**config.mk**
```make
export PLATFORM = sky130hd
export DESIGN_NAME = buck_cycle_seq
export DESIGN_NICKNAME = d
export VERILOG_FILES = /design/src/rtl/buck_cycle_seq.sv
export SDC_FILE = /design/constraint.sdc
export NUM_CORES = 1
export LEC_CHECK = 0
export ABC_AREA = 0
export BUFFER_PORTS_ARGS = -buffer_cell sky130_fd_sc_hd__buf_4
export CAP_MARGIN = 20
export CORE_MARGIN = 2
export CORE_UTILIZATION = 30
export DETAILED_ROUTE_END_ITERATION = 10
export PLACE_DENSITY_LB_ADDON = 0.05
export SLEW_MARGIN = 20
export SYNTH_ARGS = -nofsm -noshare
export SYNTH_HDL_FRONTEND = slang
export SYNTH_SLANG_ARGS = --single-unit
```
**constraint.sdc**
```tcl
create_clock -name clk -period 4.6 [get_ports clk]
set_input_delay 0.46 -clock clk [delete_from_list [all_inputs] [get_ports clk]]
set_output_delay 0.46 -clock clk [all_outputs]
set_load 0.03 [all_outputs]
```
**src/rtl/buck_cycle_seq.sv**
```systemverilog
module buck_cycle_seq #(
  parameter int MIN_ON        = 10,
  parameter int REFRESH_OFF   = 24,
  parameter int REFRESH_EVERY = 16,
  parameter int SKIP_CYCLES   = 4
) (
  input  logic clk,
  input  logic rst_n,
  input  logic en_i,
  input  logic supply_ok_i,
  input  logic hot_i,
  input  logic cycle_start_i,
  input  logic pwm_trip_i,
  input  logic ilim_i,
  input  logic fb_low_i,
  input  logic ovp_i,
  output logic hs_gate_o,
  output logic ls_gate_o,
  output logic sw_hiz_o,
  output logic ss_restart_o
);
  localparam int ONW  = (MIN_ON > 2) ? $clog2(MIN_ON) : 1;
  localparam int OFFW = $clog2(REFRESH_OFF + 1);
  localparam int CYW  = (REFRESH_EVERY > 2) ? $clog2(REFRESH_EVERY) : 1;
  localparam int SKW  = $clog2(SKIP_CYCLES + 1);

  typedef enum logic [2:0] {S_HIZ, S_LS, S_DL, S_DH, S_ON} phase_t;

  phase_t          st;
  logic            arm, ilim_hit, flt_q, ss_q;
  logic [ONW-1:0]  on_cnt;
  logic [OFFW-1:0] off_cnt;
  logic [CYW-1:0]  cyc_cnt;
  logic [SKW-1:0]  skip_cnt;

  logic fault_now, refresh_now, skip_now, min_done, end_on, cut_by_limit;
  assign fault_now    = !en_i || !supply_ok_i || hot_i;
  assign refresh_now  = cyc_cnt == CYW'(REFRESH_EVERY - 1);
  assign skip_now     = skip_cnt != '0;
  assign min_done     = on_cnt >= ONW'(MIN_ON - 1);
  assign cut_by_limit = ilim_i || ilim_hit;
  assign end_on       = min_done && (pwm_trip_i || cut_by_limit);

  always_ff @(posedge clk or negedge rst_n) begin
    if (!rst_n) begin
      st       <= S_HIZ;
      arm      <= 1'b0;
      ilim_hit <= 1'b0;
      on_cnt   <= '0;
      off_cnt  <= '0;
      cyc_cnt  <= '0;
      skip_cnt <= '0;
      flt_q    <= 1'b1;
      ss_q     <= 1'b0;
    end else begin
      flt_q <= fault_now;
      ss_q  <= flt_q && !fault_now;
      if (fault_now) begin
        st       <= S_HIZ;
        arm      <= 1'b0;
        ilim_hit <= 1'b0;
        on_cnt   <= '0;
        off_cnt  <= '0;
        cyc_cnt  <= '0;
        skip_cnt <= '0;
      end else if (cycle_start_i) begin
        if (ovp_i) begin
          st       <= S_HIZ;
          arm      <= 1'b0;
          off_cnt  <= '0;
          cyc_cnt  <= '0;
          skip_cnt <= '0;
        end else begin
          cyc_cnt <= refresh_now ? '0 : cyc_cnt + CYW'(1);
          arm     <= !skip_now;
          off_cnt <= (refresh_now && !skip_now) ? OFFW'(REFRESH_OFF) : '0;
          if (skip_now) skip_cnt <= skip_cnt - SKW'(1);
          case (st)
            S_HIZ: st <= S_LS;
            S_DL:  st <= S_LS;
            S_ON: begin
              if (skip_now || refresh_now) st <= S_DL;
              else begin
                on_cnt   <= '0;
                ilim_hit <= 1'b0;
              end
            end
            S_DH: begin
              if (skip_now || refresh_now) st <= S_LS;
              else begin
                st       <= S_ON;
                on_cnt   <= '0;
                ilim_hit <= 1'b0;
              end
            end
            default: ;
          endcase
        end
      end else begin
        case (st)
          S_LS: begin
            if (arm) begin
              if (off_cnt == '0) st <= S_DH;
              else off_cnt <= off_cnt - OFFW'(1);
            end
          end
          S_DL: st <= S_LS;
          S_DH: begin
            st       <= S_ON;
            on_cnt   <= '0;
            ilim_hit <= 1'b0;
          end
          S_ON: begin
            if (end_on) begin
              st  <= S_DL;
              arm <= 1'b0;
              if (cut_by_limit && fb_low_i) skip_cnt <= SKW'(SKIP_CYCLES);
            end else begin
              if (!min_done) on_cnt <= on_cnt + ONW'(1);
              if (ilim_i) ilim_hit <= 1'b1;
            end
          end
          default: ;
        endcase
      end
    end
  end

  assign hs_gate_o    = st == S_ON;
  assign ls_gate_o    = st == S_LS;
  assign sw_hiz_o     = st == S_HIZ;
  assign ss_restart_o = ss_q;

  logic [ONW-1:0] hs_run;
  always_ff @(posedge clk or negedge rst_n) begin
    if (!rst_n) hs_run <= '0;
    else if (!hs_gate_o) hs_run <= '0;
    else if (hs_run != ONW'(MIN_ON - 1)) hs_run <= hs_run + ONW'(1);
  end

  a_r1_fault_tristate: assert property (@(posedge clk) disable iff (!rst_n)
    fault_now |=> (sw_hiz_o && !hs_gate_o && !ls_gate_o));

  a_r2_dead_before_hs: assert property (@(posedge clk) disable iff (!rst_n)
    $rose(hs_gate_o) |-> !$past(ls_gate_o));

  a_r2_dead_before_ls: assert property (@(posedge clk) disable iff (!rst_n)
    $rose(ls_gate_o) |-> !$past(hs_gate_o));

  a_r4_min_on_hold: assert property (@(posedge clk) disable iff (!rst_n)
    (hs_gate_o && !fault_now && !cycle_start_i && hs_run < ONW'(MIN_ON - 1)) |=> hs_gate_o);

  a_r8_ovp_only_at_start: assert property (@(posedge clk) disable iff (!rst_n)
    (!cycle_start_i && !fault_now && !sw_hiz_o) |=> !sw_hiz_o);
endmodule

```
== After elaboration in Yosys (flattened, before gate mapping) ==
Index checks and enable logic that the tools add are counted.

* Input port bits: 10
* Flip-flop bits (word level): 23

* Multiplexer cells: 49
* $lt $le $gt $ge: 1
* Reductions and logical operators: 32
* Equal/unequal tests: 18
* Add/sub/neg operators: 4

{| class="wikitable"
|+ Operator list
! cell !! count
|-
| 2-to-1 mux 3 bit || 15
|-
| 2-to-1 mux 4 bit || 11
|-
| 2-to-1 mux 5 bit || 7
|-
| AND reduction 6 bit || 3
|-
| nonzero test 3 bit || 6
|-
| 2-to-1 mux 1 bit || 12
|-
| != test 4 x 2 -> 1 bit (second input constant) || 3
|-
| one-hot mux 3 bit (4 select lines) || 1
|-
| one-hot mux 3 bit (3 select lines) || 1
|-
| adder 4 x 1 -> 4 bit (second input constant) || 2
|-
| != test 4 bit (second input constant) || 2
|-
| one-hot mux 4 bit (2 select lines) || 1
|-
| equality test 3 x 2 -> 1 bit (second input constant) || 2
|-
| != test 3 x 2 -> 1 bit (second input constant) || 2
|-
| != test 3 bit (second input constant) || 2
|-
| != test 6 x 2 -> 1 bit (second input constant) || 1
|-
| nonzero test 6 bit || 1
|-
| zero test 5 bit || 1
|-
| logical OR 1 bit || 5
|-
| != test 5 x 3 -> 1 bit (second input constant) || 1
|-
| subtractor 5 x 1 -> 5 bit (second input constant) || 1
|-
| equality test 4 bit (second input constant) || 1
|-
| >= comparator 4 bit (second input constant) || 1
|-
| logical AND 1 bit || 4
|-
| other kinds (14) || 18
|}

== Logic depth before layout (Yosys ltp) ==
* Depth in word-level cells: 7
* Depth in mapped cells: 8

== Worst setup path after synthesis ==
Ideal clock, no wire load.

* Path type: register to register
* Start: register off_cnt[0]
* End: register st[1]
* Period minus slack after synthesis: 1,928 ps
* Cell stages (with the launch flop): 8
* Required time: 4,475 ps
* Arrival: 1,803 ps
* Buffers on the path: 0
* Slack: 2,672 ps
* Cell sequence: dfrtp_1 > inv_1 > ha_1 > or4b_4 > o21ai_2 > a2bb2oi_2 > o311ai_2 > mux2_4

* Cells in the longest elaborated chain, start to end: 3

{| class="wikitable"
|+ Ends and longest elaborated chain
! element !! RTL line !! source
|-
| start, declared || 32 || <nowiki>logic [OFFW-1:0] off_cnt;</nowiki>
|-
| start signal, assigned || 76 || <nowiki>off_cnt <= (refresh_now && !skip_now) ? OFFW'(REFRESH_OFF) : '0;</nowiki>
|-
| start signal, assigned || 104 || <nowiki>else off_cnt <= off_cnt - OFFW'(1);</nowiki>
|-
| zero test 5 bit || 103 || <nowiki>if (off_cnt == '0) st <= S_DH;</nowiki>
|-
| != test 4 x 2 -> 1 bit (no source line) || n/a ||
|-
| AND reduction 6 bit (no source line) || n/a ||
|-
| end signal, assigned || 103 ||
|-
| end signal, assigned || 107 || <nowiki>S_DL: st <= S_LS;</nowiki>
|-
| end signal, assigned || 109 || <nowiki>st <= S_ON;</nowiki>
|-
| end, declared || 29 || <nowiki>phase_t st;</nowiki>
|}

Every way passes these cells.
A chain may end at the register's enable or synchronous reset.

== Final worst setup path ==
* Start: register on_cnt[1]
* End: register on_cnt[0]

* Cells in the longest elaborated chain, start to end: 4

{| class="wikitable"
|+ Ends and longest elaborated chain
! element !! RTL line !! source
|-
| start, declared || 31 || <nowiki>logic [ONW-1:0] on_cnt;</nowiki>
|-
| start signal, assigned || 119 || <nowiki>if (!min_done) on_cnt <= on_cnt + ONW'(1);</nowiki>
|-
| >= comparator 4 bit (*) || 40 || <nowiki>assign min_done = on_cnt >= ONW'(MIN_ON - 1);</nowiki>
|-
| logical AND 1 bit || 42 || <nowiki>assign end_on = min_done && (pwm_trip_i || cut_by_limit);</nowiki>
|-
| != test 4 bit (no source line) || n/a ||
|-
| AND reduction 6 bit (no source line) (*) || n/a ||
|}

Every way passes the cells marked *; elsewhere a longest branch is shown, timed or not.

==> results by group <==
Global routing
  • GRT Max-Usage Layer: met1
  • Largest net degree at the start of global routing: 24
  • Met1 usage in global routing: 0.224
  • Grt ovf: 0
  • Number of global-route vias before repair: 1,153
  • First-pass GRT wire length: 5840 um
  • GRT met2 Usage: 0.193
  • GR Util All Layers: 0.142
  • Initial antenna violation count: 0
  • Grt met3 use: 0.0203

Critical path
  • WP data arrival: 2.25 ns
  • WP data required: 4.76 ns
  • CP startpoint kind: register
  • CP Class: reg2reg
  • CP Max Fanout: 4
  • Endpoint type of the worst setup path: register

Synth
  • Synthesized flop and latch total: 23
  • Synth Flop Type: dfrtp_1
  • Post-synth cell types: 52
  • Syn avg cell area: 9.71 um2
  • Ys async rst share: 1.00
  • Post-synth EDFFs: 0
  • Number of synthesis warnings: 0
  • Mapped Cells: 152
  • Syn_nets: 169
  • Post-synth design cell area: 1480 um2
  • Sequential fraction of the synthesis area: 0.391

Power
  • Max IR drop VDD: 85.2 uV
  • Switching pwr: 95.2 uW
  • Internal: 281 uW
  • PD cells: 225 nW/um2
  • Final Power: 377 uW
  • Clk network pwr share: 0.346
  • Leakage: 0.000724 uW
  • Seq pwr share: 0.550
  • Switching share of power: 0.253
  • Share of total power in combinational logic: 0.104

Clocking
  • Clock Tree Root: clkbuf_8
  • Clock Sinks: 23
  • Cts hold-fix bufs: 0
  • Clock Path Buffers: 2
  • Worst-path clk slew: 0.09 ns
  • CTS resizes: 0
  • Skew-Pair Late Insertion Delay: 0.27 ns
  • Post-CTS setup buffers: 0
  • H-tree depth: 1
  • CTS tree: done
  • TritonCTS buffer count: 3

Drt
  • Routed WL per cell: 14.4 um
  • Initial drt markers: 58
  • Total Wirelength: 3300 um
  • Drt pass-1 iters: 4
  • Total number of vias: 1,145
  • Via/cell ratio: 4.98
  • Drc violations: 0
  • DRT antenna net count: 0

Outcome
  • Outcome: complete, no violations

Floorplanning
  • Die width: 74.1 um
  • Top Ports: 14
  • Core area: 4720 um2
  • Die area: 5490 um2
  • Initial core utilization: 0.312
  • Core Rows: 25
  • Die span in y: 74.1 um

STA
  • Setup Skew: 0.00786 ns
  • Max-slew violations: 0
  • Period utilization: 0.455
  • Sum Neg Setup Slack: 0 ns
  • Worst Max-Slew Pin Slew: 0.652 ns
  • RSZ-0062 raised after global routing: false
  • Worst slew margin relative to its limit: 0.564
  • Final setup vio count: 0
  • Fmax: 0.478 GHz
  • Final count of hold timing violations: 0
  • Tmin final: 2.09 ns

Place
  • RePlAce Congestion: 0.787
  • Buffers on Ports: 13
  • Post-DP HPWL: 2480 um

Finish
  • N_diodes: 0
  • Fraction of layout cells with a size suffix above 1: 0.239
  • Layout area overhead: 13.4%
  • Nets: 181

Min path
  • Hold Crit Class: in2async

Run
  • Max cap viols: 0
==> power groups by stage <==
| stage | Combinational, uW | Sequential, uW | Clock, uW |
|---|---|---|---|
| after floorplan | 20.5 | 211 | 0 |
| after global placement | 38.8 | 211 | 0 |
| after detailed placement | 38.9 | 211 | 0 |
| after CTS | 39.0 | 207 | 134 |
| after global routing | 44.0 | 208 | 147 |
| final | 39.3 | 207 | 130 |
==> cells in the final DEF, fill, tap and decap left out, types with 4 or more instances in the layout <==
| cell | instances |
|---|---|
| nor3_1 | 5 |
| nand2_1 | 12 |
| buf_4 | 13 |
| nor2_1 | 13 |
| a31oi_1 | 4 |
| a21oi_1 | 9 |
| ha_1 | 7 |
| o21ai_0 | 8 |
| inv_1 | 14 |
| dfrtp_1 | 22 |
==> registers in the layout, indices dropped and copies added (netlist names) <==
| name | count |
|---|---|
| flt_q | 1 |
| on_cnt | 4 |
| ilim_hit | 1 |
| off_cnt | 5 |
| cyc_cnt | 4 |
| st | 3 |
| ss_restart_o | 1 |
| arm | 1 |
| skip_cnt | 3 |
==> through the flow <==
step | worst slack [ns] | cells | utilization | area, um2 | hold WS [ns]
finish | 2.51 | 230 | 0.354 | 1670 | 0.0736
global route | 2.32 | 230 | 0.354 | 1670 | 0.0852
CTS | 2.49 | 230 | 0.352 | 1660 | 0.0844
detailed placement | 2.29 | 226 | 0.343 | 1620 | 0.382
global placement | 2.34 | 226 | 0.343 | 1620 | 0.382
floorplan | 2.67 | 152 | - | 1480 | 0.164
==> cell type report <==
cell class                 count  area, um2
clock buffer                   3       41.3
clock inverter                 1       5.00
fill                         482       3050
inverter                      15       57.6
multi-input combinational    108        811
sequential                    23        577
tap                           67       83.8
timing repair buffer          13       97.6
==> Yosys cell counts, types with 2 or more instances <==
| master | count | share of area |
|---|---|---|
| dfrtp_1 | 22 | 0.37 |
| inv_1 | 14 | 0.036 |
| nor2_1 | 13 | 0.033 |
| nand2_1 | 12 | 0.031 |
| a21oi_1 | 9 | 0.031 |
| o21ai_0 | 8 | 0.027 |
| ha_1 | 7 | 0.059 |
| nor3_1 | 5 | 0.017 |
| a31oi_1 | 4 | 0.017 |
| buf_6 | 3 | 0.023 |
| clkbuf_1 | 3 | 0.0076 |
| mux2_2 | 3 | 0.023 |
| nand3_1 | 3 | 0.010 |
| a22o_1 | 2 | 0.012 |
| and2_1 | 2 | 0.0085 |
| nand4_1 | 2 | 0.0085 |
| o211ai_1 | 2 | 0.010 |
| o21ai_2 | 2 | 0.012 |
| o22ai_1 | 2 | 0.0085 |
| or4b_4 | 2 | 0.019 |
==> logic make-up after synthesis <==
family          Yosys count  synth area share
buf+inv                  21            0.0695
fa+ha+maj                 7            0.0594
compound gates           42             0.211
simple gates             52             0.217
mux                       5            0.0399
flops                    23             0.391
xor+xnor                  2            0.0119
==> path summary, 6_finish.rpt <==
path	start	cells past startpoint	to	slack (ns)
max reg2reg	on_cnt[1]$_DFFE_PN0P_	7	on_cnt[0]$_DFFE_PN0P_	2.51
max	on_cnt[1]$_DFFE_PN0P_	7	on_cnt[0]$_DFFE_PN0P_	2.51
max in group asynchronous	rst_n	1	flt_q$_DFF_PN1_	4.22
min reg2reg	skip_cnt[1]$_DFFE_PN0P_	1	skip_cnt[1]$_DFFE_PN0P_	0.51
min in group clk	ilim_i	3	ilim_hit$_DFFE_PN0P_	0.45
min	rst_n	1	off_cnt[0]$_DFFE_PN0P_	0.07
==> layer usage <==
| metal | vias up | part of all wire |
|---|---|---|
| met1 | 554 | 0.54 |
| met2 | 21 | 0.41 |
| met5 | - | 0 |
| met4 | 0 | 0.011 |
| met3 | 4 | 0.038 |
| li1 | 566 | - |
==> worst max-delay path: stages (launching register included) <==
cell,delay (ns)
dfrtp_1,0.40
inv_1,0.08
ha_1,0.17
or3b_2,0.49
nor4b_4,0.17
o31ai_4,0.31
o21ai_2,0.10
mux2_2,0.26
(Power assumes the default switching activity.)
